$ cat src/rtl/adscan_pkg.sv
package adscan_pkg;

  // Strobes from the control path to the inactivity monitors
  typedef struct packed {
    logic clearStats;   // new vector: clear counts and history
    logic sampleBit;    // a shift happens on this edge
  } monStrobe_t;

endpackage

$ cat src/rtl/adscan_rate_gen.sv
// Divider taps and rate selector: one shift strobe per selected period.
module adscan_rate_gen #(
  parameter int NUM_LEVELS = 4,
  localparam int DIV_W = NUM_LEVELS - 1,
  localparam int LVL_W = $clog2(NUM_LEVELS)
) (
  input  logic             clk,
  input  logic             rstN,
  input  logic             run,
  input  logic             restart,
  input  logic [LVL_W-1:0] level,
  output logic             shiftTick
);

  logic [DIV_W-1:0]      divCnt;
  logic [NUM_LEVELS-1:0] tap;

  // Tap for level l fires once every 2^(NUM_LEVELS-1-l) cycles
  for (genvar l = 0; l < NUM_LEVELS; l++) begin : g_tap
    localparam int K = DIV_W - l;
    if (K == 0) begin : g_every
      assign tap[l] = 1'b1;
    end else begin : g_div
      assign tap[l] = &divCnt[K-1:0];
    end
  end

  assign shiftTick = run && tap[level];

  always_ff @(posedge clk or negedge rstN) begin
    if (!rstN) begin
      divCnt <= '0;
    end else if (restart || shiftTick) begin
      divCnt <= '0;
    end else if (run) begin
      divCnt <= divCnt + 1'b1;
    end
  end

endmodule

$ cat src/rtl/adscan_monitor.sv
// Per-chain inactivity monitors with the step-up qualification.
module adscan_monitor
  import adscan_pkg::*;
#(
  parameter int NUM_CHAINS = 2,
  parameter int CHAIN_LEN  = 10,
  parameter int THRESH     = 2,
  parameter int NUM_LEVELS = 4,
  localparam int LVL_W  = $clog2(NUM_LEVELS),
  localparam int CNT_W  = $clog2(CHAIN_LEN + 1),
  localparam int MARK_W = $clog2((NUM_LEVELS + 1) * THRESH + CHAIN_LEN + 2)
) (
  input  logic                  clk,
  input  logic                  rstN,
  input  monStrobe_t            strobe,
  input  logic [NUM_CHAINS-1:0] scanBits,
  input  logic [LVL_W-1:0]      level,
  output logic                  allReach
);

  logic                  havePrev;
  logic [NUM_CHAINS-1:0] reach;
  logic [MARK_W-1:0]     mark;

  assign mark     = (MARK_W'(level) + MARK_W'(1)) * MARK_W'(THRESH);
  assign allReach = &reach;

  always_ff @(posedge clk or negedge rstN) begin
    if (!rstN) begin
      havePrev <= 1'b0;
    end else if (strobe.clearStats) begin
      havePrev <= 1'b0;
    end else if (strobe.sampleBit) begin
      havePrev <= 1'b1;
    end
  end

  for (genvar c = 0; c < NUM_CHAINS; c++) begin : g_chain
    logic             prevBit;
    logic [CNT_W-1:0] quietCnt;
    logic [CNT_W-1:0] nextCnt;
    logic             same;

    assign same    = havePrev && (scanBits[c] == prevBit);
    assign nextCnt = quietCnt + CNT_W'(same);
    assign reach[c] = MARK_W'(nextCnt) >= mark;

    always_ff @(posedge clk or negedge rstN) begin
      if (!rstN) begin
        prevBit  <= 1'b0;
        quietCnt <= '0;
      end else if (strobe.clearStats) begin
        prevBit  <= 1'b0;
        quietCnt <= '0;
      end else if (strobe.sampleBit) begin
        prevBit  <= scanBits[c];
        quietCnt <= nextCnt;
      end
    end
  end

endmodule

$ cat src/rtl/adscan_ctrl.sv
// Vector sequencing, bit counting and rate level.
module adscan_ctrl
  import adscan_pkg::*;
#(
  parameter int CHAIN_LEN  = 10,
  parameter int NUM_LEVELS = 4,
  localparam int LVL_W = $clog2(NUM_LEVELS),
  localparam int BIT_W = $clog2(CHAIN_LEN + 1)
) (
  input  logic             clk,
  input  logic             rstN,
  input  logic             start,
  input  logic             shiftTick,
  input  logic             allReach,
  output monStrobe_t       strobe,
  output logic [LVL_W-1:0] level,
  output logic             busy,
  output logic             shiftDone
);

  typedef enum logic {ST_IDLE, ST_SHIFT} state_t;

  localparam logic [LVL_W-1:0] MAX_LEVEL = LVL_W'(NUM_LEVELS - 1);
  localparam logic [BIT_W-1:0] LAST_BIT  = BIT_W'(CHAIN_LEN - 1);

  state_t           state;
  logic [BIT_W-1:0] bitCnt;

  assign busy              = (state == ST_SHIFT);
  assign strobe.clearStats = start && !busy;
  assign strobe.sampleBit  = shiftTick;

  always_ff @(posedge clk or negedge rstN) begin
    if (!rstN) begin
      state     <= ST_IDLE;
      bitCnt    <= '0;
      level     <= '0;
      shiftDone <= 1'b0;
    end else begin
      shiftDone <= 1'b0;
      unique case (state)
        ST_IDLE: begin
          if (start) begin
            state  <= ST_SHIFT;
            bitCnt <= '0;
            level  <= '0;
          end
        end
        ST_SHIFT: begin
          if (shiftTick) begin
            bitCnt <= bitCnt + 1'b1;
            if (allReach && level != MAX_LEVEL) begin
              level <= level + 1'b1;
            end
            if (bitCnt == LAST_BIT) begin
              state     <= ST_IDLE;
              shiftDone <= 1'b1;
            end
          end
        end
        default: state <= ST_IDLE;
      endcase
    end
  end

endmodule

$ cat src/rtl/adscan_clock_ctrl.sv
// Top: adaptive scan shift rate controller.
module adscan_clock_ctrl
  import adscan_pkg::*;
#(
  parameter int NUM_CHAINS = 2,
  parameter int CHAIN_LEN  = 10,
  parameter int STEP_DIV   = 10,
  parameter int NUM_LEVELS = 4,
  localparam int TOTAL_FF = NUM_CHAINS * CHAIN_LEN,
  localparam int THRESH   = (TOTAL_FF / STEP_DIV) < 1 ? 1 : (TOTAL_FF / STEP_DIV),
  localparam int LVL_W    = $clog2(NUM_LEVELS)
) (
  input  logic                  clk,
  input  logic                  rstN,
  input  logic                  start,
  input  logic [NUM_CHAINS-1:0] scanBits,
  output logic                  shiftEn,
  output logic                  shiftDone,
  output logic                  busy,
  output logic [LVL_W-1:0]      rateLevel
);

  monStrobe_t strobe;
  logic       allReach;

  adscan_ctrl #(
    .CHAIN_LEN (CHAIN_LEN),
    .NUM_LEVELS(NUM_LEVELS)
  ) u_ctrl (
    .clk      (clk),
    .rstN     (rstN),
    .start    (start),
    .shiftTick(shiftEn),
    .allReach (allReach),
    .strobe   (strobe),
    .level    (rateLevel),
    .busy     (busy),
    .shiftDone(shiftDone)
  );

  adscan_rate_gen #(
    .NUM_LEVELS(NUM_LEVELS)
  ) u_rate (
    .clk      (clk),
    .rstN     (rstN),
    .run      (busy),
    .restart  (strobe.clearStats),
    .level    (rateLevel),
    .shiftTick(shiftEn)
  );

  adscan_monitor #(
    .NUM_CHAINS(NUM_CHAINS),
    .CHAIN_LEN (CHAIN_LEN),
    .THRESH    (THRESH),
    .NUM_LEVELS(NUM_LEVELS)
  ) u_mon (
    .clk     (clk),
    .rstN    (rstN),
    .strobe  (strobe),
    .scanBits(scanBits),
    .level   (rateLevel),
    .allReach(allReach)
  );

endmodule

$ cat config.mk
export PLATFORM = sky130hd
export DESIGN_NAME = adscan_clock_ctrl
export DESIGN_NICKNAME = d
export VERILOG_FILES = /design/src/rtl/adscan_pkg.sv /design/src/rtl/adscan_rate_gen.sv /design/src/rtl/adscan_monitor.sv /design/src/rtl/adscan_ctrl.sv /design/src/rtl/adscan_clock_ctrl.sv
export SDC_FILE = /design/constraint.sdc
export NUM_CORES = 1
export LEC_CHECK = 0
export BUFFER_PORTS_ARGS = -buffer_cell sky130_fd_sc_hd__buf_4
export CORE_MARGIN = 3
export CORE_UTILIZATION = 55
export CTS_BUF_LIST = sky130_fd_sc_hd__clkbuf_4
export CTS_CLUSTER_SIZE = 25
export DETAILED_ROUTE_END_ITERATION = 8
export PLACE_DENSITY = 0.84
export SETUP_SLACK_MARGIN = 0.4
export SLEW_MARGIN = 25
export SYNTH_ARGS = -nofsm -noshare
export SYNTH_HDL_FRONTEND = slang
export SYNTH_SLANG_ARGS = --single-unit
$ cat constraint.sdc
create_clock -name clk -period 2.6 [get_ports clk]
set_clock_uncertainty 0.2 [all_clocks]
set_input_delay 0.52 -clock clk [delete_from_list [all_inputs] [get_ports clk]]
set_output_delay 0.52 -clock clk [all_outputs]
set_load 0.02 [all_outputs]
==> flow_summary.yaml, run 1 <==
layout:
  multi_input_area_um2: 784.5
  n_fill_cell: 117
  area_growth_pct: 34.71
  layout-drive-gt1-share: 0.3506
  final_cells: 181
  finalNetCount: 175
  diodes: 0
  ff_latch_area_um2: 550.5
sta:
  finalMaxSlewViolations: 0
  relSlewSlack: 0.6569
  max_freq_ghz: 0.3899
  hold_viol_final: 0
  setup_violations: 0
  fin_crit_sh: 0.9865
  holdWs_ps: 203.7
  grt_setup_unrepaired: "yes"
  worstMarginPinSlew_ps: 514.7
  layout_min_cycle_time_ps: 2565
power_and_ir_drop:
  clockPowerShare: 0.109
  p_comb_frac: 0.624
  intPower_mw: 1.397
  powerDensity_nw_per_um2: 1453
  seqPwrFrac: 0.267
  vdd_drop_max_uv: 998.0
  p_total_mw: 2.435
  power_switching_mw: 1.037
  power.leakage_nw: 0.8090
  switching_share: 0.4260
synth:
  async_flop_share: 1.000
  synth-edff-count: 0
  synthCells: 127
  synth_common_cells: "dfrtp_1, nand2_1, ha_1"
  synth_top_area_frac: 0.4427
  synthTopCellsByArea: "dfrtp_1, ha_1, nand2_1"
  synthFlopType: "dfrtp_1"
  synthesis.area_um2: 1244
  ys_seq_area_frac: 0.4427
  synth_area_leader_cell: "dfrtp_1"
  syn_nets: 147
  ys.warnings.count: 0
  synth.distinct_cells: 27
  ys_ff_latch: 22
  syn_avg_cell_area_um2: 9.793
cts:
  root_buffer: "clkbuf_4"
  clk_pin_slew_ps: 130
  htree_levels: 1
  clockBufferDepth: 2
  cts_tree: "done"
  clk_latency_ps: 310
  cts_buffers: 3
  cts_sinks: 22
hold_path:
  hold_path.class: "in -> reg"
route:
  first_iter_violations: 15
  dr_wl_met3_um: 93
  drt-met1-wl_mm: 1.323
  avgViaCountPerCell: 5.613
  ant_nets: 0
  drc: 0
  drt_wl_total_mm: 3.075
  highest_layer: "met4"
  first_pass_iters: 4
  vias: 1016
  wl_per_cell_um: 16.99
  route.met2.wl_mm: 1.608
floorplanning:
  die_area_um2: 2868
  ios: 10
  initial_core_util: 0.6091
  coreArea_um2: 2042
  num_rows: 16
  fp.dieW_um: 53.55
  die_y_um: 53.55
global_routing:
  grt_max_degree: 23
  overflow: 0
  grt_pass1_wl_mm: 4.836
  grtUsageTotal: 0.2332
  antenna_found_initial: 0
  grt_pass1_vias: 1055
setup_path:
  crit_type: "reg -> reg"
  cp.arrival_ps: 2600
  worstSetupStartpointType: "flop"
  worst_setup_path_end_kind: "flop"
  critPathMaxFanout: 2
  critPathRequiredTime_ps: 2640
placed_design:
  placedCellCount: 164
  gp_congestion: 0.8185
  numPortBuffers: 9
  post-dp-hpwl_mm: 1.774
outcome:
  status: "finished clean"
job:
  drv_cap: 0
## critical path, stage by stage (launching register included)
cell      delay, ps
dfrtp_1         410
xnor2_1         120
and2_1          140
ha_2            170
ha_2            310
inv_1            50
ha_1            270
nand2b_1         70
a21oi_2         140
a211oi_2         60
nor4_2          170
buf_4           170
mux2i_1         200
## metal layers
layer	GRT usage	vias to the layer above
met2	0.3857	21
met3	0.05263	8
met1	0.2979	499
met5	0	-
met4	0.08511	0
li1	-	488
## final cells by class
class | instances | area share
Clock buffer | 3 | 0.01344
Multi-Input combinational cell | 95 | 0.4683
Inverter | 7 | 0.01718
Sequential cell | 22 | 0.3286
Timing Repair Buffer | 26 | 0.1344
Tap cell | 27 | 0.02016
Clock inverter | 1 | 0.01792
## placed cells by master, fill, tap and decap left out, types with 2 or more instances in the layout
| master | count |
|---|---|
| nand2_1 | 22 |
| dfrtp_1 | 22 |
| buf_4 | 20 |
| nand3_1 | 9 |
| ha_1 | 8 |
| o21ai_0 | 7 |
| nor2_1 | 6 |
| inv_1 | 5 |
| xor2_1 | 4 |
| ha_4 | 4 |
| buf_6 | 4 |
| ha_2 | 3 |
| clkbuf_4 | 3 |
| xnor2_1 | 2 |
| xnor2_2 | 2 |
| and2_1 | 2 |
| nand2b_1 | 2 |
| a22o_1 | 2 |
| a21oi_2 | 2 |
| a211oi_2 | 2 |
| mux2i_1 | 2 |
| o21ai_1 | 2 |
## sequential cells by signal, summed over array words and instances, names as in the netlist
signal	count
u_ctrl.bitCnt	4
u_ctrl.busy	1
u_ctrl.level	2
u_ctrl.shiftDone	1
u_mon.g_chain.prevBit	2
u_mon.g_chain.quietCnt	8
u_mon.havePrev	1
u_rate.divCnt	3
## metrics by stage
| stage | setup TNS (ps) | worst slack (ps) | utilization | instance area (um2) |
|---|---|---|---|---|
| after global placement | -252.6 | -126.5 | 0.6710 | 1370 |
| after global routing | -127.3 | -70.78 | 0.8205 | 1675 |
| after floorplan | 0 | 52.88 | - | 1259 |
| after detailed placement | -492.1 | -246.4 | 0.6710 | 1370 |
| after CTS | 0 | 98.24 | 0.7672 | 1567 |
| final | 0 | 35.08 | 0.8205 | 1675 |
## timing repair
action	CTS	global route
pin swaps	17	7
hold endpoints to repair	22	0
setup endpoints to repair	3	8
resized for setup	21	12
setup buffers	4	8
hold buffers	1	0
## path summary, 6_finish.rpt
kind	start	depth (start not counted)	endpoint	slack [ps]
min reg2reg	u_ctrl.bitCnt[2]	1	u_ctrl.shiftDone	320
min in group asynchronous	rstN	2	u_rate.divCnt[1]	420
min	scanBits[0]	3	u_mon.g_chain[0].prevBit	200
max reg2reg	u_mon.g_chain[1].prevBit	12	u_ctrl.level[1]	40
max in group asynchronous	rstN	2	u_mon.g_chain[0].quietCnt[1]	1560
max	u_mon.g_chain[1].prevBit	12	u_ctrl.level[1]	40
## power by group through the flow
stage / registers (mW) / logic, mW / clock network, mW
after global routing: 0.667 / 1.66 / 0.276
after floorplan: 0.612 / 0.731 / 0
after global placement: 0.610 / 0.918 / 0
after CTS: 0.633 / 1.27 / 0.269
final: 0.650 / 1.52 / 0.265
after detailed placement: 0.623 / 0.991 / 0
## cell families after synthesis
kind of cell	share of synthesized area
AO/OA/AOI/OAI	0.08048
adder cells (fa/ha/maj)	0.1509
buffers and inverters	0.03721
XOR/XNOR	0.05633
flip-flops	0.4427
multiplexers	0.03420
AND/OR/NAND/NOR	0.1982
(Power assumes the default switching activity.)
==> inputs of run 2 (changes only) <==
--- a/config.mk
+++ b/config.mk
@@ -6,14 +6,16 @@
 export NUM_CORES = 1
 export LEC_CHECK = 0
 export BUFFER_PORTS_ARGS = -buffer_cell sky130_fd_sc_hd__buf_4
+export CORE_ASPECT_RATIO = 1.25
 export CORE_MARGIN = 3
-export CORE_UTILIZATION = 55
+export CORE_UTILIZATION = 56
 export CTS_BUF_LIST = sky130_fd_sc_hd__clkbuf_4
 export CTS_CLUSTER_SIZE = 25
 export DETAILED_ROUTE_END_ITERATION = 8
-export PLACE_DENSITY = 0.84
+export PLACE_DENSITY = 0.85
 export SETUP_SLACK_MARGIN = 0.4
-export SLEW_MARGIN = 25
+export SLEW_MARGIN = 20
 export SYNTH_ARGS = -nofsm -noshare
 export SYNTH_HDL_FRONTEND = slang
+export SYNTH_HIERARCHICAL = 1
 export SYNTH_SLANG_ARGS = --single-unit
==> run 2 against run 1 <==
Compared with the run above: register-to-register slack improved by 120 ps; core utilization down 5.9 points; combinational power grew 9%; sequential power up 8.6%; critical endpoint is now shiftEn; largest cell class unchanged.
==> flow_summary.yaml, run 2 <==
outcome:
  status: "finished clean"
synth:
  syn_avg_cell_area_um2: 10.38
  ys_seq_area_frac: 0.3901
  ys.warnings.count: 6
  async_flop_share: 1.000
  yosysMostFrequentCell: "dfrtp_1"
  synth_common_cells: "dfrtp_1, nor2_1, ha_1"
  synth.distinct_cells: 33
  synth-edff-count: 0
  synth_top_area_frac: 0.3901
  synthCells: 136
  synth_area_leader_cell: "dfrtp_1"
  syn_nets: 157
  synthTopCellsByArea: "dfrtp_1, ha_1, mux2i_1"
  synthesis.area_um2: 1411
  ys_ff_latch: 22
  synthFlopType: "dfrtp_1"
global_routing:
  grt_pass1_vias: 1067
  grt_pass1_wl_mm: 4.519
  grt_max_degree: 23
  antenna_found_initial: 0
  overflow: 0
  grtUsageTotal: 0.1861
route:
  avgViaCountPerCell: 5.529
  first_pass_iters: 4
  drt_wl_total_mm: 2.788
  drt-met1-wl_mm: 1.196
  wl_per_cell_um: 14.75
  vias: 1045
  dr_wl_met3_um: 54
  drc: 0
  highest_layer: "met4"
  first_iter_violations: 19
  ant_nets: 0
  route.met2.wl_mm: 1.496
placed_design:
  placedCellCount: 175
  gp_congestion: 0.7857
  placed_area_um2: 1578
  post-dp-hpwl_mm: 1.896
  numPortBuffers: 9
setup_path:
  critPathRequiredTime_ps: 1880
  crit_type: "reg -> out"
  critPathMaxFanout: 2
  rrSetupSlack_ps: 150
  r2r-start: "u_mon/g_chain[1].prevBit"
  r2r_cells: 12
  worstSetupStartpointType: "flop"
  cp.arrival_ps: 1730
  worst_r2r_endpoint: "u_ctrl/level[0]"
  worst_setup_path_end_kind: "output pin"
cts:
  clk_latency_ps: 310
  root_buffer: "clkbuf_4"
  cts_tree: "done"
  htree_levels: 1
  cts_buffers: 3
  cts_sinks: 22
  clockBufferDepth: 2
  clk_pin_slew_ps: 120
layout:
  final_core_util: 0.7618
  final_cells: 189
  largest_register_ff_count: 8
  finalNetCount: 180
  diodes: 0
  regMostFlops: "u_mon/g_chain.quietCnt"
  design_area_um2: 1757
  layout_common_cells: "dfrtp_1, buf_4, nor2_1"
  area_growth_pct: 24.47
  final_common_cell: "dfrtp_1"
  layout-drive-gt1-share: 0.2595
  top_regs: "u_mon/g_chain.quietCnt (8), u_ctrl/bitCnt (4), u_rate/divCnt (3)"
floorplanning:
  ios: 10
  coreArea_um2: 2306
  die_y_um: 62.13
  initial_core_util: 0.6120
  num_rows: 19
  fp.dieW_um: 50.90
  die_area_um2: 3162
hold_path:
  hold_path.class: "in -> reg"
  min_path_cells: 2
  whs_endpoint: "u_ctrl/bitCnt[0]"
  hold_start: "start"
job:
  drv_cap: 0
sta:
  grt_setup_unrepaired: "yes"
  hold_viol_final: 0
  setup_violations: 0
  max_freq_ghz: 0.4082
  fin_crit_sh: 0.9422
  finalMaxSlewViolations: 0
  worstMarginPinSlew_ps: 454.6
  layout_min_cycle_time_ps: 2450
  relSlewSlack: 0.6963
power_and_ir_drop:
  p_total_mw: 2.516
  vdd_drop_max_uv: 908.1
  power.leakage_nw: 0.8124
  powerDensity_nw_per_um2: 1432
==> run 2: cells by family (layout without fill, tap and decap cells) <==
family,Yosys count,in the layout,share of synthesized area
flops,22,22,0.3901
fa+ha+maj,16,16,0.1418
compound gates,18,18,0.08955
simple gates,49,49,0.2021
buf+inv,11,33,0.04520
mux,8,8,0.05674
xor+xnor,12,12,0.07447
==> run 2: per-stage QoR <==
stage | setup slack [ps] | hold WS, ps | setup TNS, ps
2_1_floorplan | 124.9 | 24.41 | 0
3_3_place_gp | -56.81 | 224.2 | -74.63
3_5_place_dp | -119.2 | 226.0 | -201.1
4_1_cts | 140.0 | 188.5 | 0
5_1_grt | 35.72 | 207.8 | 0
6_report | 150.3 | 193.9 | 0
==> run 2: timing repair <==
item | in CTS | in global routing
hold buffers | 1 | 0
buffers inserted | 2 | 7
pin swaps | 7 | 6
hold endpoints to repair | 22 | 0
resized for setup | 3 | 8
setup endpoints to repair | 4 | 5
==> run 2: how the worst max path moves through the flow <==
stage	slack [ps]	endpoint	cells past startpoint	startpoint
CTS	140	shiftEn	6	u_rate/divCnt[0]
finish	150	shiftEn	6	u_rate/divCnt[0]
global placement	-60	u_ctrl/level[0]	13	scanBits[0]
floorplan	120	u_ctrl/level[0]	12	scanBits[0]
detailed placement	-120	u_ctrl/level[0]	13	scanBits[0]
global route	40	u_ctrl/level[0]	12	u_mon/g_chain[1].prevBit
==> run 2: layout make-up <==
cell class	count	area, um2
Clock buffer	3	22.52
Inverter	6	22.52
Multi-Input combinational cell	103	914.6
Timing Repair Buffer	23	203.9
Sequential cell	22	550.5
Clock inverter	1	3.754
Tap cell	31	38.79
Fill cell	152	549.3
==> run 2: where the power goes <==
part           internal, mW  switching, mW  leakage (nW)
logic                 0.897          0.751         0.530
registers             0.496          0.210         0.267
clock network        0.0561          0.105        0.0154
total                  1.45           1.07         0.812
==> run 2: worst max-delay path, stage by stage, from the launching register on <==
cell and delay, ps:
dfrtp_1 420, ha_4 160, ha_4 120, mux2i_1 70, and2b_2 230, nor3b_4 260
buf_6 160
==> run 2: metal layers <==
layer	vias to the layer above	GRT usage
li1	520	-
met1	507	0.2130
met2	14	0.3355
met3	4	0.03349
met4	0	0.06397
met5	-	0
==> inputs of run 3 (changes only) <==
--- a/config.mk
+++ b/config.mk
@@ -8,11 +8,11 @@
 export BUFFER_PORTS_ARGS = -buffer_cell sky130_fd_sc_hd__buf_4
 export CORE_ASPECT_RATIO = 1.25
 export CORE_MARGIN = 3
-export CORE_UTILIZATION = 56
+export CORE_UTILIZATION = 65
 export CTS_BUF_LIST = sky130_fd_sc_hd__clkbuf_4
 export CTS_CLUSTER_SIZE = 25
 export DETAILED_ROUTE_END_ITERATION = 8
-export PLACE_DENSITY = 0.85
+export PLACE_DENSITY = 0.92
 export SETUP_SLACK_MARGIN = 0.4
 export SLEW_MARGIN = 20
 export SYNTH_ARGS = -nofsm -noshare
==> constraint.sdc (replaced) <==
create_clock -name clk -period 3 [get_ports clk]
set_clock_uncertainty 0.2 [all_clocks]
set_input_delay 0.6 -clock clk [delete_from_list [all_inputs] [get_ports clk]]
set_output_delay 0.6 -clock clk [all_outputs]
set_load 0.02 [all_outputs]
==> run 3 against run 2 <==
Compared with the run above: via count shrank 0.86%; sequential power shrank 14%; wire length grew 3.9%; final cell count shrank 11%; highest routed layer unchanged; critical endpoint is now u_ctrl/level[0].
==> flow_summary.yaml, run 3 (synthesis gave the netlist of run 2 again) <==
sta:
  max_freq_ghz: 0.3774
  worstMarginPinSlew_ps: 634.8
  layout_min_cycle_time_ps: 2650
  fin_setup_tns_ps: 0
  finalMaxSlewViolations: 0
  setup_violations: 0
  relSlewSlack: 0.5759
  grt_setup_unrepaired: "yes"
  fin_crit_sh: 0.8833
  holdWs_ps: 280.0
  hold_viol_final: 0
setup_path:
  cp.arrival_ps: 2640
  critPathRequiredTime_ps: 2990
  path_cells: "xnor2_1 > and2_1 > ha_4 > nand3_1 > xnor2_1 > ha_1 > nand2_1 > a21o_1 > a22oi_2 > nand4b_1 > nand3b_1 > o21ai_1"
  critPathMaxFanout: 3
  worstSetupStartpointType: "flop"
  crit_type: "reg -> reg"
  crit_family: "simple AND/OR/NAND/NOR gates"
  cpPeakStageDelay_ps: 410
  crit_buf_inv: 0
  crit_top_cell: "xnor2_1"
  worst_path_max_delay_cell: "dfrtp_1"
  worst_setup_path_end_kind: "flop"
route:
  first_iter_violations: 38
  ant_nets: 0
  drc: 0
  first_pass_iters: 4
  drt_wl_total_mm: 2.897
  wl_per_cell_um: 17.14
  avgViaCountPerCell: 6.130
  vias: 1036
outcome:
  status: "finished clean"
cts:
  clk_pin_slew_ps: 120
  cts_buffers: 3
  root_buffer: "clkbuf_4"
  htree_levels: 1
  cts_sinks: 22
  clockBufferDepth: 2
  clk_latency_ps: 310
  cts_tree: "done"
layout:
  top_regs: "u_mon/g_chain.quietCnt (8), u_ctrl/bitCnt (4), u_rate/divCnt (3)"
  largest_register_ff_count: 8
  finalNetCount: 171
  final_common_cell: "dfrtp_1"
  layout-drive-gt1-share: 0.2148
  regMostFlops: "u_mon/g_chain.quietCnt"
  design_area_um2: 1657
  n_fill_cell: 111
  layout_common_cells: "dfrtp_1, nor2_1, buf_4"
  diodes: 0
  area_growth_pct: 17.38
power_and_ir_drop:
  switching_share: 0.4305
  p_comb_frac: 0.609
  clockPowerShare: 0.106
  power.leakage_nw: 0.7707
  intPower_mw: 1.213
  power_switching_mw: 0.9172
  powerDensity_nw_per_um2: 1286
  vdd_drop_max_uv: 733.9
  seqPwrFrac: 0.286
global_routing:
  overflow: 0
  grt_max_degree: 23
  grt_pass1_wl_mm: 4.195
  grt_pass1_vias: 1067
  antenna_found_initial: 0
  grtUsageTotal: 0.2015
floorplanning:
  coreArea_um2: 2027
  initial_core_util: 0.6963
  num_rows: 18
  fp.dieW_um: 47.68
  die_y_um: 58.10
  die_area_um2: 2770
  ios: 10
job:
  drv_cap: 0
placed_design:
  post-dp-hpwl_mm: 1.909
  placed_area_um2: 1515
  numPortBuffers: 9
  gp_congestion: 0.8135
hold_path:
  hold_path.class: "in -> reg"
run 3: changes by cell type in the layout (fill, tap and decap cells not counted), sizes merged:
cell	before	now
buf	22	13
bufinv	0	1
clkinv	1	0
run 3: power groups by stage:
stage	Clock (mW)	Combinational (mW)	Sequential [mW]
2_1_floorplan	0	0.923	0.578
3_3_place_gp	0	1.05	0.588
6_report	0.226	1.30	0.608
5_1_grt	0.245	1.43	0.628
3_5_place_dp	0	1.13	0.599
4_1_cts	0.229	1.14	0.592
run 3: what timing repair did:
action                                  in CTS  in global routing
hold buffers                                 1                  0
buffers inserted                             0                  2
endpoints found under the setup margin       0                  3
resized for setup                            0                 11
hold endpoints to repair                    22                  0
run 3: layout make-up:
cell class | count | area (um2) | share of cell area
Sequential cell | 22 | 550.5 | 0.3323
Inverter | 6 | 22.52 | 0.01360
Multi-Input combinational cell | 103 | 894.6 | 0.5400
Timing Repair Buffer | 14 | 111.4 | 0.06722
Clock inverter | 1 | 30.03 | 0.01813
Tap cell | 20 | 25.02 | 0.01511
Clock buffer | 3 | 22.52 | 0.01360
run 3: final timing paths:
check	start	to	slack, ps	cells after the start
setup reg to reg	u_mon/g_chain[1].prevBit	u_ctrl/level[0]	350	12
max in group asynchronous	rstN	u_mon/g_chain[0].quietCnt[2]	1870	2
min in group asynchronous	rstN	u_mon/g_chain[1].quietCnt[2]	500	2
hold / removal	start	u_ctrl/bitCnt[0]	280	2
setup / recovery	u_mon/g_chain[1].prevBit	u_ctrl/level[0]	350	12
hold reg to reg	u_ctrl/bitCnt[2]	u_ctrl/shiftDone	350	1
run 3: per-stage QoR:
stage          std cells  power (mW)  utilization  setup WS, ps
2_1_floorplan        136       1.501            -         417.9
3_3_place_gp         162       1.634       0.7475         207.1
3_5_place_dp         162       1.734       0.7475         134.6
4_1_cts              167       1.966       0.7784         401.0
5_1_grt              169       2.304       0.8173         206.7
6_report             169       2.130       0.8173         350.2
run 3: routing by layer:
metal,routed length (um),GRT usage
met2,1612,0.3985
met3,105,0.01863
met4,53,0.03846
met5,0,0
met1,1126,0.2163
